File: config.mk
export PLATFORM = sky130hd
export DESIGN_NAME = spi_xfer_seq
export DESIGN_NICKNAME = d
export VERILOG_FILES = /design/src/rtl/spi_seq_pkg.sv /design/src/rtl/spi_seq_sclk.sv /design/src/rtl/spi_seq_shift.sv /design/src/rtl/spi_xfer_seq.sv
export SDC_FILE = /design/constraint.sdc
export NUM_CORES = 1
export LEC_CHECK = 0
export BUFFER_PORTS_ARGS = -buffer_cell sky130_fd_sc_hd__buf_2
export CORE_ASPECT_RATIO = 1.25
export CORE_MARGIN = 3
export CORE_UTILIZATION = 50
export CTS_CLUSTER_SIZE = 20
export DETAILED_ROUTE_END_ITERATION = 16
export HOLD_SLACK_MARGIN = 0.05
export PLACE_DENSITY = 0.73
export SLEW_MARGIN = 20
export SYNTH_ARGS = -nofsm -noshare
export SYNTH_HDL_FRONTEND = slang
export SYNTH_HIERARCHICAL = 1
export SYNTH_SLANG_ARGS = --single-unit
File: constraint.sdc
create_clock -name clk -period 3.5 [get_ports clk]
set_clock_uncertainty 0.05 [all_clocks]
set_input_delay 1.05 -clock clk [delete_from_list [all_inputs] [get_ports clk]]
set_output_delay 1.05 -clock clk [all_outputs]
set_load 0.02 [all_outputs]
File: src/rtl/spi_seq_pkg.sv
package spi_seq_pkg;
  typedef enum logic [1:0] {
    XM_DUPLEX = 2'b00,
    XM_TXONLY = 2'b01,
    XM_RXONLY = 2'b10,
    XM_EEPROM = 2'b11
  } xfer_mode_e;

  typedef enum logic [1:0] {
    ST_IDLE  = 2'b00,
    ST_SHIFT = 2'b01,
    ST_TAIL  = 2'b10
  } seq_state_e;
endpackage

File: src/rtl/spi_seq_sclk.sv
// Serial clock generator: half period of HALF_DIV system clocks, idle low.
module spi_seq_sclk #(
  parameter int HALF_DIV = 2
) (
  input  logic clk,
  input  logic rst,
  input  logic run,
  output logic sclk,
  output logic rise_tick,
  output logic fall_tick
);
  localparam int CW = (HALF_DIV > 1) ? $clog2(HALF_DIV) : 1;

  logic [CW-1:0] cnt;
  logic          tick;

  assign tick      = run && (cnt == CW'(HALF_DIV - 1));
  assign rise_tick = tick && !sclk;
  assign fall_tick = tick && sclk;

  always_ff @(posedge clk) begin
    if (rst || !run) begin
      cnt  <= '0;
      sclk <= 1'b0;
    end else if (tick) begin
      cnt  <= '0;
      sclk <= ~sclk;
    end else begin
      cnt  <= cnt + CW'(1);
    end
  end
endmodule

File: src/rtl/spi_seq_shift.sv
// Transmit and receive shift registers with programmable frame width.
module spi_seq_shift #(
  parameter int DW = 32,
  parameter int LW = $clog2(DW)
) (
  input  logic          clk,
  input  logic          rst,
  input  logic          load,
  input  logic [DW-1:0] load_data,
  input  logic [LW-1:0] len_m1,
  input  logic          shift_out,
  input  logic          sample,
  input  logic          rxd,
  output logic          out_bit,
  output logic [DW-1:0] rx_word
);
  logic [DW-1:0] tx_sh;
  logic [DW-1:0] rx_sh;
  logic [DW-1:0] ones;
  logic [DW-1:0] mask;

  assign ones    = '1;
  assign mask    = ~((ones << len_m1) << 1);
  assign out_bit = tx_sh[DW-1];
  assign rx_word = rx_sh & mask;

  always_ff @(posedge clk) begin
    if (rst) begin
      tx_sh <= '0;
    end else if (load) begin
      // align the frame MSB to the top of the register
      tx_sh <= load_data << (LW'(DW - 1) - len_m1);
    end else if (shift_out) begin
      tx_sh <= tx_sh << 1;
    end
  end

  always_ff @(posedge clk) begin
    if (rst) begin
      rx_sh <= '0;
    end else if (sample) begin
      rx_sh <= {rx_sh[DW-2:0], rxd};
    end
  end
endmodule

File: src/rtl/spi_xfer_seq.sv
module spi_xfer_seq
  import spi_seq_pkg::*;
#(
  parameter int DATA_W   = 32,
  parameter int HALF_DIV = 2,
  parameter int CNT_W    = 16,
  localparam int LEN_W   = $clog2(DATA_W)
) (
  input  logic              clk,
  input  logic              rst,
  input  logic              enable,
  input  logic              slave_sel,
  input  logic [1:0]        mode,
  input  logic [LEN_W-1:0]  frame_len_m1,
  input  logic [CNT_W-1:0]  frame_cnt,
  input  logic              tx_empty,
  input  logic [DATA_W-1:0] tx_data,
  output logic              tx_pop,
  output logic              rx_push,
  output logic [DATA_W-1:0] rx_data,
  output logic              sclk,
  output logic              cs_n,
  output logic              txd,
  input  logic              rxd,
  output logic              busy
);
  localparam int TAIL_W = $clog2(2 * HALF_DIV + 1);

  seq_state_e        state;
  xfer_mode_e        mode_q;
  logic [LEN_W-1:0]  len_q;
  logic [LEN_W-1:0]  bit_cnt;
  logic [CNT_W-1:0]  cnt_q;
  logic [CNT_W-1:0]  rx_cnt;
  logic [TAIL_W-1:0] tail_cnt;
  logic              tx_phase;
  logic              rise_tick, fall_tick;
  logic              out_bit;
  logic [DATA_W-1:0] rx_word;

  logic start, frame_end, store_now, last_rx, more, reload, load, shift_out;

  assign start     = (state == ST_IDLE) && enable && slave_sel && !tx_empty;
  assign frame_end = (state == ST_SHIFT) && fall_tick && (bit_cnt == len_q);
  assign store_now = frame_end && ((mode_q == XM_DUPLEX) || (mode_q == XM_RXONLY) ||
                                   ((mode_q == XM_EEPROM) && !tx_phase));
  assign last_rx   = (rx_cnt == cnt_q);
  assign load      = start || (frame_end && reload);
  assign shift_out = (state == ST_SHIFT) && fall_tick && !frame_end;

  // continuation decision at a frame boundary
  always_comb begin
    more   = 1'b0;
    reload = 1'b0;
    unique case (mode_q)
      XM_DUPLEX, XM_TXONLY: begin
        more   = !tx_empty;
        reload = !tx_empty;
      end
      XM_RXONLY: more = !last_rx;
      XM_EEPROM: begin
        if (tx_phase) begin
          more   = 1'b1;
          reload = !tx_empty;
        end else begin
          more   = !last_rx;
        end
      end
      default: more = 1'b0;
    endcase
  end

  spi_seq_sclk #(.HALF_DIV(HALF_DIV)) u_sclk (
    .clk      (clk),
    .rst      (rst),
    .run      (state == ST_SHIFT),
    .sclk     (sclk),
    .rise_tick(rise_tick),
    .fall_tick(fall_tick)
  );

  spi_seq_shift #(.DW(DATA_W), .LW(LEN_W)) u_shift (
    .clk      (clk),
    .rst      (rst),
    .load     (load),
    .load_data(tx_data),
    .len_m1   (start ? frame_len_m1 : len_q),
    .shift_out(shift_out),
    .sample   (rise_tick),
    .rxd      (rxd),
    .out_bit  (out_bit),
    .rx_word  (rx_word)
  );

  // txd is low outside the transmit phase and while deselected
  assign txd = tx_phase && out_bit && !cs_n;

  always_ff @(posedge clk) begin
    if (rst) begin
      state    <= ST_IDLE;
      mode_q   <= XM_DUPLEX;
      len_q    <= '0;
      cnt_q    <= '0;
      rx_cnt   <= '0;
      bit_cnt  <= '0;
      tail_cnt <= '0;
      tx_phase <= 1'b0;
      tx_pop   <= 1'b0;
      rx_push  <= 1'b0;
      rx_data  <= '0;
      cs_n     <= 1'b1;
      busy     <= 1'b0;
    end else begin
      tx_pop  <= load;
      rx_push <= store_now;
      if (store_now) rx_data <= rx_word;
      unique case (state)
        ST_IDLE: begin
          if (start) begin
            state    <= ST_SHIFT;
            mode_q   <= xfer_mode_e'(mode);
            len_q    <= frame_len_m1;
            cnt_q    <= frame_cnt;
            rx_cnt   <= '0;
            bit_cnt  <= '0;
            tx_phase <= (mode != XM_RXONLY);
            cs_n     <= 1'b0;
            busy     <= 1'b1;
          end
        end
        ST_SHIFT: begin
          if (frame_end) begin
            bit_cnt <= '0;
            if (store_now) rx_cnt <= rx_cnt + CNT_W'(1);
            if ((mode_q == XM_EEPROM) && tx_phase && tx_empty) tx_phase <= 1'b0;
            if (!more) begin
              state    <= ST_TAIL;
              tail_cnt <= '0;
            end
          end else if (fall_tick) begin
            bit_cnt <= bit_cnt + LEN_W'(1);
          end
        end
        ST_TAIL: begin
          if (tail_cnt == TAIL_W'(2 * HALF_DIV - 1)) begin
            state <= ST_IDLE;
            cs_n  <= 1'b1;
            busy  <= 1'b0;
          end else begin
            tail_cnt <= tail_cnt + TAIL_W'(1);
          end
        end
        default: state <= ST_IDLE;
      endcase
    end
  end
endmodule

# Yosys cells after proc, flatten, opt, wreduce, memory -nomap -nowiden
# Index checks and enable logic that the tools add are counted.
# Widths: inputs -> output; s select.
# totals
out_inout_bits	38
elab_cells	120
ff_bits	152
# op_classes
eq_ne	17
muxes	34
n_reduce_logical	42
n_shift	2
add_sub_neg	5
n_bitwise	3
# op_table
op	n
$mux 32	2
$mux 16	3
$and 32x32->32	1
$not 32->32	1
$pmux 16 s2	1
$shl 32x5->31 const A	1
$shl 32x5->32	1
$mux 5	4
$add 16x1->16 const B	1
$eq 16x16->1	1
$logic_and 1x1->1	16
$ne 2x2->1 const B	8
$reduce_and 4->1	4
$pmux 5 s2	1
$mux 1	9
$mux 3	3
$mux 2	4
$pmux 1 s2	4
$reduce_bool 2->1	4
$logic_not 1->1	7
$eq 2x2->1 const B	3
$pmux 2 s3	1
$pmux 3 s2	1
$reduce_and 3->1	2
14 further kinds	20

# Longest topological paths before layout
# Gate-level depths: netlist of the first run.
# logic_depth
depth_word	9
mapped_depth	16

# Hierarchy
# The synthesis of the first run kept the hierarchy.
# modules_own_cells
mod	cells_each	instances	seq_area_each_um2	area_per_inst_um2
spi_seq_shift	555	1	1281.2	5024.8
spi_xfer_seq	452	1	1721.7	3717.3
spi_seq_sclk	9	1	40.0	77.6

# Worst setup path before layout of the first run
# OpenSTA, ideal clock, no wires.
# synth_timing
kind	input-to-reg
start	input slave_sel
end	register u_shift.tx_sh[12]
required_ns	3.322
path_stages	13
arrival_time_ns	3.529
setup_slack_ns	-0.206
setup_time_ns	0.128
path_cell_list	nand2_1 -> or3_1 -> nor2_1 -> buf_2 -> nand2_1 -> nand2_1 -> buf_6 -> buf_12 -> mux2_2 -> mux4_2 -> nand2b_1 -> a31oi_1 -> nor2_1
# synth_between
elab_chain_len	6
# synth_rtl
item	line	rtl
start: declaration	spi_xfer_seq.sv:12	input logic slave_sel,
$logic_and 1x1->1 * (2 in a row)	spi_xfer_seq.sv:43	assign start = (state == ST_IDLE) && enable && slave_sel && !tx_empty;
$mux 5	--	
$sub 5x5->5	spi_seq_shift.sv:32	tx_sh <= load_data << (LW'(DW - 1) - len_m1);
$shl 32x5->32	spi_seq_shift.sv:32	
$mux 32	spi_seq_shift.sv:30	end else if (load) begin
end signal: assignment	spi_seq_shift.sv:32	
end signal: assignment	spi_seq_shift.sv:34	tx_sh <= tx_sh << 1;
end: declaration	spi_seq_shift.sv:17	logic [DW-1:0] tx_sh;
# Every way passes the cells marked *; elsewhere a longest branch is shown, timed or not.
# A chain may end at the register's enable or synchronous reset.

# Worst setup path in the final report of the first run
# layout_timing
start	input tx_empty
end	register u_shift.tx_sh[27]
# layout_between
elab_chain_len	6
# layout_rtl
item	line	rtl
start: declaration	spi_xfer_seq.sv:16	input logic tx_empty,
$logic_not 1->1 *	spi_xfer_seq.sv:43, spi_xfer_seq.sv:58, spi_xfer_seq.sv:64	
$logic_and 1x1->1 or $mux 1 (tied branches)	spi_xfer_seq.sv:43, spi_xfer_seq.sv:62	
$mux 5 or $pmux 1 s2 (tied branches)	--	
$sub 5x5->5 or $logic_and 1x1->1 (tied branches)	spi_seq_shift.sv:32, spi_xfer_seq.sv:48	
$shl 32x5->32 or $logic_or 1x1->1 (tied branches)	spi_seq_shift.sv:32, spi_xfer_seq.sv:48	
$mux 32 or $reduce_bool 2->1 (tied branches)	--	
# Marked as above.

==> flow_metrics.tcl, run 1 <==
set metrics [dict create \
    status "completed" \
    start_kind "input pin" \
    power.density_nw_per_um2 403 \
    dieArea_um2 19300 \
    drv_cap 0 \
    multi_input_area_um2 5240 \
    finalCritPeriodShare_pct 92.6 \
    ys_ff_latch 152 \
    tns_ns 0 \
    slew_violations 0 \
    h-tree-depth 4 \
    cp.required_ns 3.80 \
    cp.buffers_inverters 5 \
    route.detailed.drc 0 \
    syn_area_per_cell_um2 8.68 \
    die_w_um 125 \
    cts_hold_buf 0 \
    drive_above_1_share_pct 25.3 \
    ys_seq_area_share_pct 34.5 \
    route.detailed.wl_per_inst_um 18.5 \
    antenna_found_initial 1 \
    synth-simple-area-share_pct 18.9 \
    gp_congestion 0.944 \
    path_cells "buf_2, or3_4, nor2_4, nand2_1, nand2_2, buf_12, buf_4, buf_4, mux2i_1, mux2_2, o21ai_0, buf_4, o211ai_1, a31oi_1" \
    ys_types 81 \
    layout.cells.non_filler 1370 \
    numClockSinks 152 \
    overflow 0 \
    dr_total_vias 7943 \
    synthMuxAreaShare_pct 19.8 \
    viasPerCell 5.80 \
    async_flop_share_pct 0 \
    io_pins 99 \
    synth_edf_count 0 \
    syn_to_final_growth_pct 18.1 \
    dp_cells 1340 \
    cts_buffer_depth 2 \
    slew_headroom_pct 53.4 \
    yosysWarnings 6 \
    clk_latency_ns 0.42 \
    cpPeakStageDelay_ns 0.38 \
    cts_made_buffers 17 \
    hpwl_um 18700 \
    synthesis.nets 1081 \
    cp.arrival_ns 3.54 \
    synth_compound_area_share_pct 15.7 \
    clock-root-buffer "clkbuf_16" \
    setup_viol 0 \
    grt_setup_unrepaired "no" \
    critPathMaxFanout 16 \
    clk_pin_slew_ns 0.06 \
    drtIter0Drc 658 \
    synth_xor_area_share_pct 3.97 \
    crit_type "input pin to flip-flop" \
    internal_power_w 0.00311 \
    core_area_um2 17000 \
    synthAdderAreaFrac_pct 0.567 \
    io_buffers 98 \
    switching_share_pct 26.0 \
    tightest_slew_ns 0.699 \
    critPathTopFamily "buffers and inverters" \
    nNetsFinal 1204 \
    ant_nets 0 \
    cts_setup_buffers 0 \
    grt_pass1_wl_um 40700 \
    power_frac_seq_pct 42.2 \
    cts-resized-gates 0 \
    ir_drop_uv 311 \
    syn_area_um2 8820 \
    wl_um 25300 \
    slowest_stage "or3_4" \
    p_switching_w 0.00109 \
    dr.pass1.iters 6 \
    min_period_ns 3.24 \
    grt_use_total_pct 26.0 \
    finish.instance_area_um2 10400 \
    grt_pass1_vias 7807 \
    power_leakage_nw 4.08 \
    n_fill_cell 1470 \
    synth_top_family_by_area "multiplexers" \
    grt_max_degree 53 \
    hold_viol_final 0 \
    max_freq_mhz 308 \
    n_antenna_cell 0 \
    register_area_um2 3040 \
    end_kind "flip-flop" \
    synth_ff_type "dfxtp_1" \
    syn_inst 1016 \
    die_h_um 154 \
    clock_power_share_pct 43.9 \
    combPwrFrac_pct 13.9 \
    holdCritPathClass "flip-flop to flip-flop" \
    row_count 53 \
    start_util_pct 51.8 \
    cts_tree "built" \
    place_area_um2 9830 \
    cpMostUsedCell "buf_4" \
]
power by group through the flow:
stage / clock network, W / registers [W] / logic (W)
6_report: 0.00184 / 0.00177 / 0.000585
5_1_grt: 0.00194 / 0.00177 / 0.000626
4_1_cts: 0.00188 / 0.00177 / 0.000577
3_5_place_dp: 0 / 0.00181 / 0.000572
3_3_place_gp: 0 / 0.00181 / 0.000572
2_1_floorplan: 0 / 0.00181 / 0.000355
state kept, by name, summed over array words and instances (netlist names):
signal and cells:
u_shift/tx_sh 32, rx_data 32, rx_cnt 16, cs_n 1, bit_cnt 5, rx_push 1
u_shift/rx_sh 32, tx_pop 1, u_sclk/sclk 1, len_q 5, busy 1, u_sclk/cnt 1
tail_cnt 3, state 2, cnt_q 16, tx_phase 1, mode_q 2
routing by layer:
metal	up-vias	share of wire, %	GRT usage, %
li1	3827	-	-
met1	3743	39	31.4
met2	312	50	45.2
met3	59	6.8	4.66
met4	2	3.4	12.1
met5	-	0.044	0
logic make-up (layout without fill, tap and decap cells):
logic type | count (synthesis) | in the layout
AOI/OAI and AO/OA | 212 | 212
muxes | 138 | 138
and+or+nand+nor | 372 | 372
adders and majority gates | 4 | 4
xor gates and xnor gates | 40 | 40
DFF | 152 | 152
buffers and inverters | 98 | 232
cells in the final DEF, fill, tap and decap left out, types with 5 or more instances in the layout:
cell type and n:
mux2i_1 87, dfxtp_1 152, nand2_1 174, xor2_1 25, buf_4 76, nand3_1 13, buf_12 6, o21ai_0 18
a221oi_1 5, nor2_1 103, mux4_2 21, a21oi_1 101, mux2_2 25, o2111ai_1 6, nand2b_1 7, a31oi_1 9
buf_2 97, nand4_1 7, inv_1 21, nor3_1 9, inv_6 5, nor2b_1 12, a211oi_1 8, o211ai_1 7
and2_1 5, and3_1 10, xnor2_1 15, nor2_2 5, clkbuf_16 17
worst paths after layout:
kind                                     to  cells after the start  slack [ns]                    start
max          u_shift/tx_sh[27]$_SDFFE_PP0P_                     14        0.26                 tx_empty
min                 rx_data[2]$_SDFFE_PP0P_                      2        0.40  rx_data[2]$_SDFFE_PP0P_
max reg2reg  u_shift/tx_sh[29]$_SDFFE_PP0P_                     10        0.57    state[0]$_SDFFE_PP0P_
min reg2reg         rx_data[2]$_SDFFE_PP0P_                      2        0.40  rx_data[2]$_SDFFE_PP0P_
per-stage QoR:
| stage | power [W] | util, % | worst slack (ns) | hold slack (ns) |
|---|---|---|---|---|
| CTS | 0.00423 | 61.1 | 0.270 | 0.399 |
| finish | 0.00420 | 61.1 | 0.257 | 0.396 |
| floorplan | 0.00217 | - | 0.00110 | 0.382 |
| global route | 0.00434 | 61.1 | 0.0757 | 0.418 |
| detailed placement | 0.00238 | 57.7 | -0.163 | 0.390 |
| global placement | 0.00238 | 57.7 | -0.159 | 0.387 |
cell usage after synthesis, types with 7 or more instances:
master    count  share of area (%)
a21oi_1     102                5.8
nand4_1       7               0.50
nand2b_1      8               0.57
xor2_1       25                2.5
nand2_1     175                7.4
buf_1        11               0.47
nor2_1      105                4.5
mux2_2       25                3.2
xnor2_1      15                1.5
buf_2        14               0.79
mux4_2       21                5.4
mux2i_1      87                9.9
nor2b_1      12               0.85
o211ai_1      7               0.60
a31oi_1       9               0.64
inv_1        21               0.89
dfxtp_1     152                 35
clkbuf_1     28                1.2
o21ai_0      18                1.0
nor3_1        9               0.51
nand3_1      13               0.74
a211oi_1      8               0.68
and3_1       10               0.71
layout make-up:
| cell class | instances | area share, % |
|---|---|---|
| Clock buffer | 19 | 4.35 |
| Clock inverter | 11 | 1.31 |
| Sequential cell | 152 | 29.2 |
| Multi-Input combinational cell | 766 | 50.2 |
| Inverter | 23 | 0.961 |
| Tap cell | 220 | 2.64 |
| Timing Repair Buffer | 179 | 11.3 |
tightest hold or removal path, cell delays in order (launching register included):
cell and delay [ns]:
dfxtp_1 0.30, nand2_1 0.05, a21oi_1 0.05
Power figures use the tool's default switching activity.
==> inputs of run 2 (changes only) <==
SETUP_SLACK_MARGIN = 0.05   (was not set)
SYNTH_HIERARCHICAL = not set   (was 1)
==> run 2 against run 1 <==
  * Global-route usage is 3.4 points higher
  * Critical path depth is 4 lower
  * Sequential power hardly changed
  * Die area is 1.7% lower
  * Fmax is 1.7% higher
  * Via count is 13% higher
  * Combinational power is 26% higher
  * Register-to-register slack worse by 0.15 ns
  * Largest cell class unchanged
==> flow_metrics.tcl, run 2 <==
set metrics [dict create \
    status "completed" \
    yosysTopAreaCell "dfxtp_1" \
    io_pins 99 \
    clock-root-buffer "clkbuf_16" \
    cp.required_ns 3.73 \
    antenna_found_initial 0 \
    cp.buffers_inverters 3 \
    drv_cap 0 \
    grt_pass1_wl_um 44300 \
    holdCritPathClass "flip-flop to flip-flop" \
    route.detailed.wl_per_inst_um 19.0 \
    dieArea_um2 18900 \
    n_antenna_cell 0 \
    route.met2.wl_um 13200 \
    ys_seq_area_share_pct 35.1 \
    drtIter0Drc 867 \
    power.density_nw_per_um2 421 \
    setup_viol 0 \
    cp.arrival_ns 3.42 \
    max_freq_mhz 314 \
    syn_area_um2 8660 \
    hpwl_um 20400 \
    n_fill_cell 1530 \
    grt_use_total_pct 29.4 \
    cts-resized-gates 0 \
    min_period_ns 3.19 \
    slew_violations 0 \
    slew_headroom_pct 28.3 \
    syn_area_per_cell_um2 7.71 \
    die_h_um 153 \
    async_flop_share_pct 0 \
    syn_inst 1123 \
    die_w_um 124 \
    slowest_stage "o21ai_1" \
    highest_layer "met4" \
    synth_top_area_share_pct 35.1 \
    dr.pass1.iters 5 \
    synth_edf_count 0 \
    critPathTopFamily "compound AO/OA/AOI/OAI gates" \
    synthTopCellsByCount "198 x nand2_1, 152 x dfxtp_1, 123 x a21oi_1, 88 x nor2_1, 55 x o21ai_0" \
    viasPerCell 6.12 \
    cts_made_buffers 17 \
    path_cells "buf_2, nand4bb_1, buf_4, o21ai_1, o211ai_1, buf_4, o22ai_1, nor3_1, o31ai_1, a311oi_1" \
    numClockSinks 152 \
    h-tree-depth 4 \
    hold_viol_final 0 \
    core_area_um2 16900 \
    overflow 0 \
    ys_types 84 \
    power_leakage_nw 3.93 \
    cts_buffer_depth 2 \
    row_count 53 \
    crit_type "input pin to flip-flop" \
    layout_common_cells "198 x nand2_1, 152 x dfxtp_1, 123 x a21oi_1" \
    wl_um 27900 \
    fin_ws_ns 0.313 \
    synthesis.nets 1188 \
    grt_pass1_vias 8292 \
    start_util_pct 51.2 \
    largestRegisters "rx_data: 32 flops, u_shift.rx_sh: 32 flops, u_shift.tx_sh: 32 flops" \
    yosysWarnings 0 \
    start_kind "input pin" \
    ir_drop_uv 337 \
    critPathMaxFanout 18 \
    fin_util_pct 60.9 \
    cts_tree "built" \
    cts_setup_buffers 0 \
    final_common_cell "nand2_1" \
    clk_latency_ns 0.43 \
    clk_pin_slew_ns 0.06 \
    syn_to_final_growth_pct 18.9 \
    yosysMostFrequentCell "nand2_1" \
    pre_cts_slack_ns -0.112 \
    dr_total_vias 8997 \
    synth_ff_type "dfxtp_1" \
    met3_length_um 1840 \
    finalCritPeriodShare_pct 91.1 \
    cpPeakStageDelay_ns 0.38 \
    grt_max_degree 48 \
    ant_nets 0 \
    route.detailed.drc 0 \
    gp_congestion 1.00 \
    nNetsFinal 1303 \
    drive_above_1_share_pct 19.9 \
    wl_met1_um 12100 \
    synth_area_leaders "dfxtp_1 35%, nand2_1 8.6%, a21oi_1 7.1%, nor2_1 3.8%, nand2b_1 3.3%" \
    tightest_slew_ns 1.07 \
    end_kind "flip-flop" \
    ys_ff_latch 152 \
    cts_hold_buf 0 \
    cpMostUsedCell "buf_4" \
    grt_setup_unrepaired "no" \
    io_buffers 98 \
]
[run 2: changes by cell type after synthesis, sizes merged, moves of 22 or more]
| cell | change |
|---|---|
| o21ai | +39 |
| nand2b | +37 |
| a21oi | +22 |
| mux4 | -23 |
| a211oi | +23 |
| mux2i | -60 |
| nand2 | +26 |
[run 2: per-stage QoR]
step	TNS, ns	cell area (um^2)	hold WS (ns)	total power, W	cells
global placement	-0.131	9720	0.388	0.00254	1439
detailed placement	-0.112	9720	0.391	0.00254	1439
global route	0	10300	0.419	0.00448	1471
finish	0	10300	0.397	0.00433	1471
floorplan	0	8660	0.387	0.00226	1123
CTS	0	10300	0.400	0.00433	1471
[run 2: path summary, 6_finish.rpt]
check                           depth (start not counted)                     start                              to  slack, ns
worst max-delay path                                   10                  tx_empty  u_shift.tx_sh[28]$_SDFFE_PP0P_       0.31
worst min-delay path                                    2  rx_data[30]$_SDFFE_PP0P_        rx_data[30]$_SDFFE_PP0P_       0.40
worst max register to register                          7     state[0]$_SDFFE_PP0P_  u_shift.tx_sh[30]$_SDFFE_PP0P_       0.42
worst min register to register                          2  rx_data[30]$_SDFFE_PP0P_        rx_data[30]$_SDFFE_PP0P_       0.40
[run 2: worst reg2reg max path: cells and delay by family, from the launching register on]
family	cells	cell delay, ns
and+or+nand+nor	4	1.80
AOI/OAI and AO/OA	3	0.62
DFF	1	0.54
[run 2: power breakdown]
group,switching (W),internal [W],total [W],leakage [nW]
Clock,0.000785,0.00102,0.00181,0.277
Combinational,0.000461,0.000274,0.000735,2.42
Sequential,0.0000284,0.00176,0.00179,1.23
Total,0.00127,0.00306,0.00433,3.93
[run 2: layer usage]
layer	track usage [%]	vias up
li1	-	4301
met1	40.3	4268
met2	46.8	373
met3	4.96	55
met4	9.82	0
met5	0	-
[run 2: cells by family after synthesis]
family	after synthesis	synth area share [%]
AO/OA/AOI/OAI	361	27.4
XOR/XNOR	40	4.05
adder cells (fa/ha/maj)	4	0.578
buffers and inverters	97	5.09
flip-flops	152	35.1
multiplexers	36	4.59
AND/OR/NAND/NOR	433	23.2
[run 2: cell type report]
cell class	count	area (um^2)	share of cell area (%)
multi-input combinational	874	5190	50.4
sequential	152	3040	29.6
timing repair buffer	180	1160	11.3
clock buffer	19	443	4.30
tap	220	275	2.67
clock inverter	13	135	1.31
inverter	13	48.8	0.474
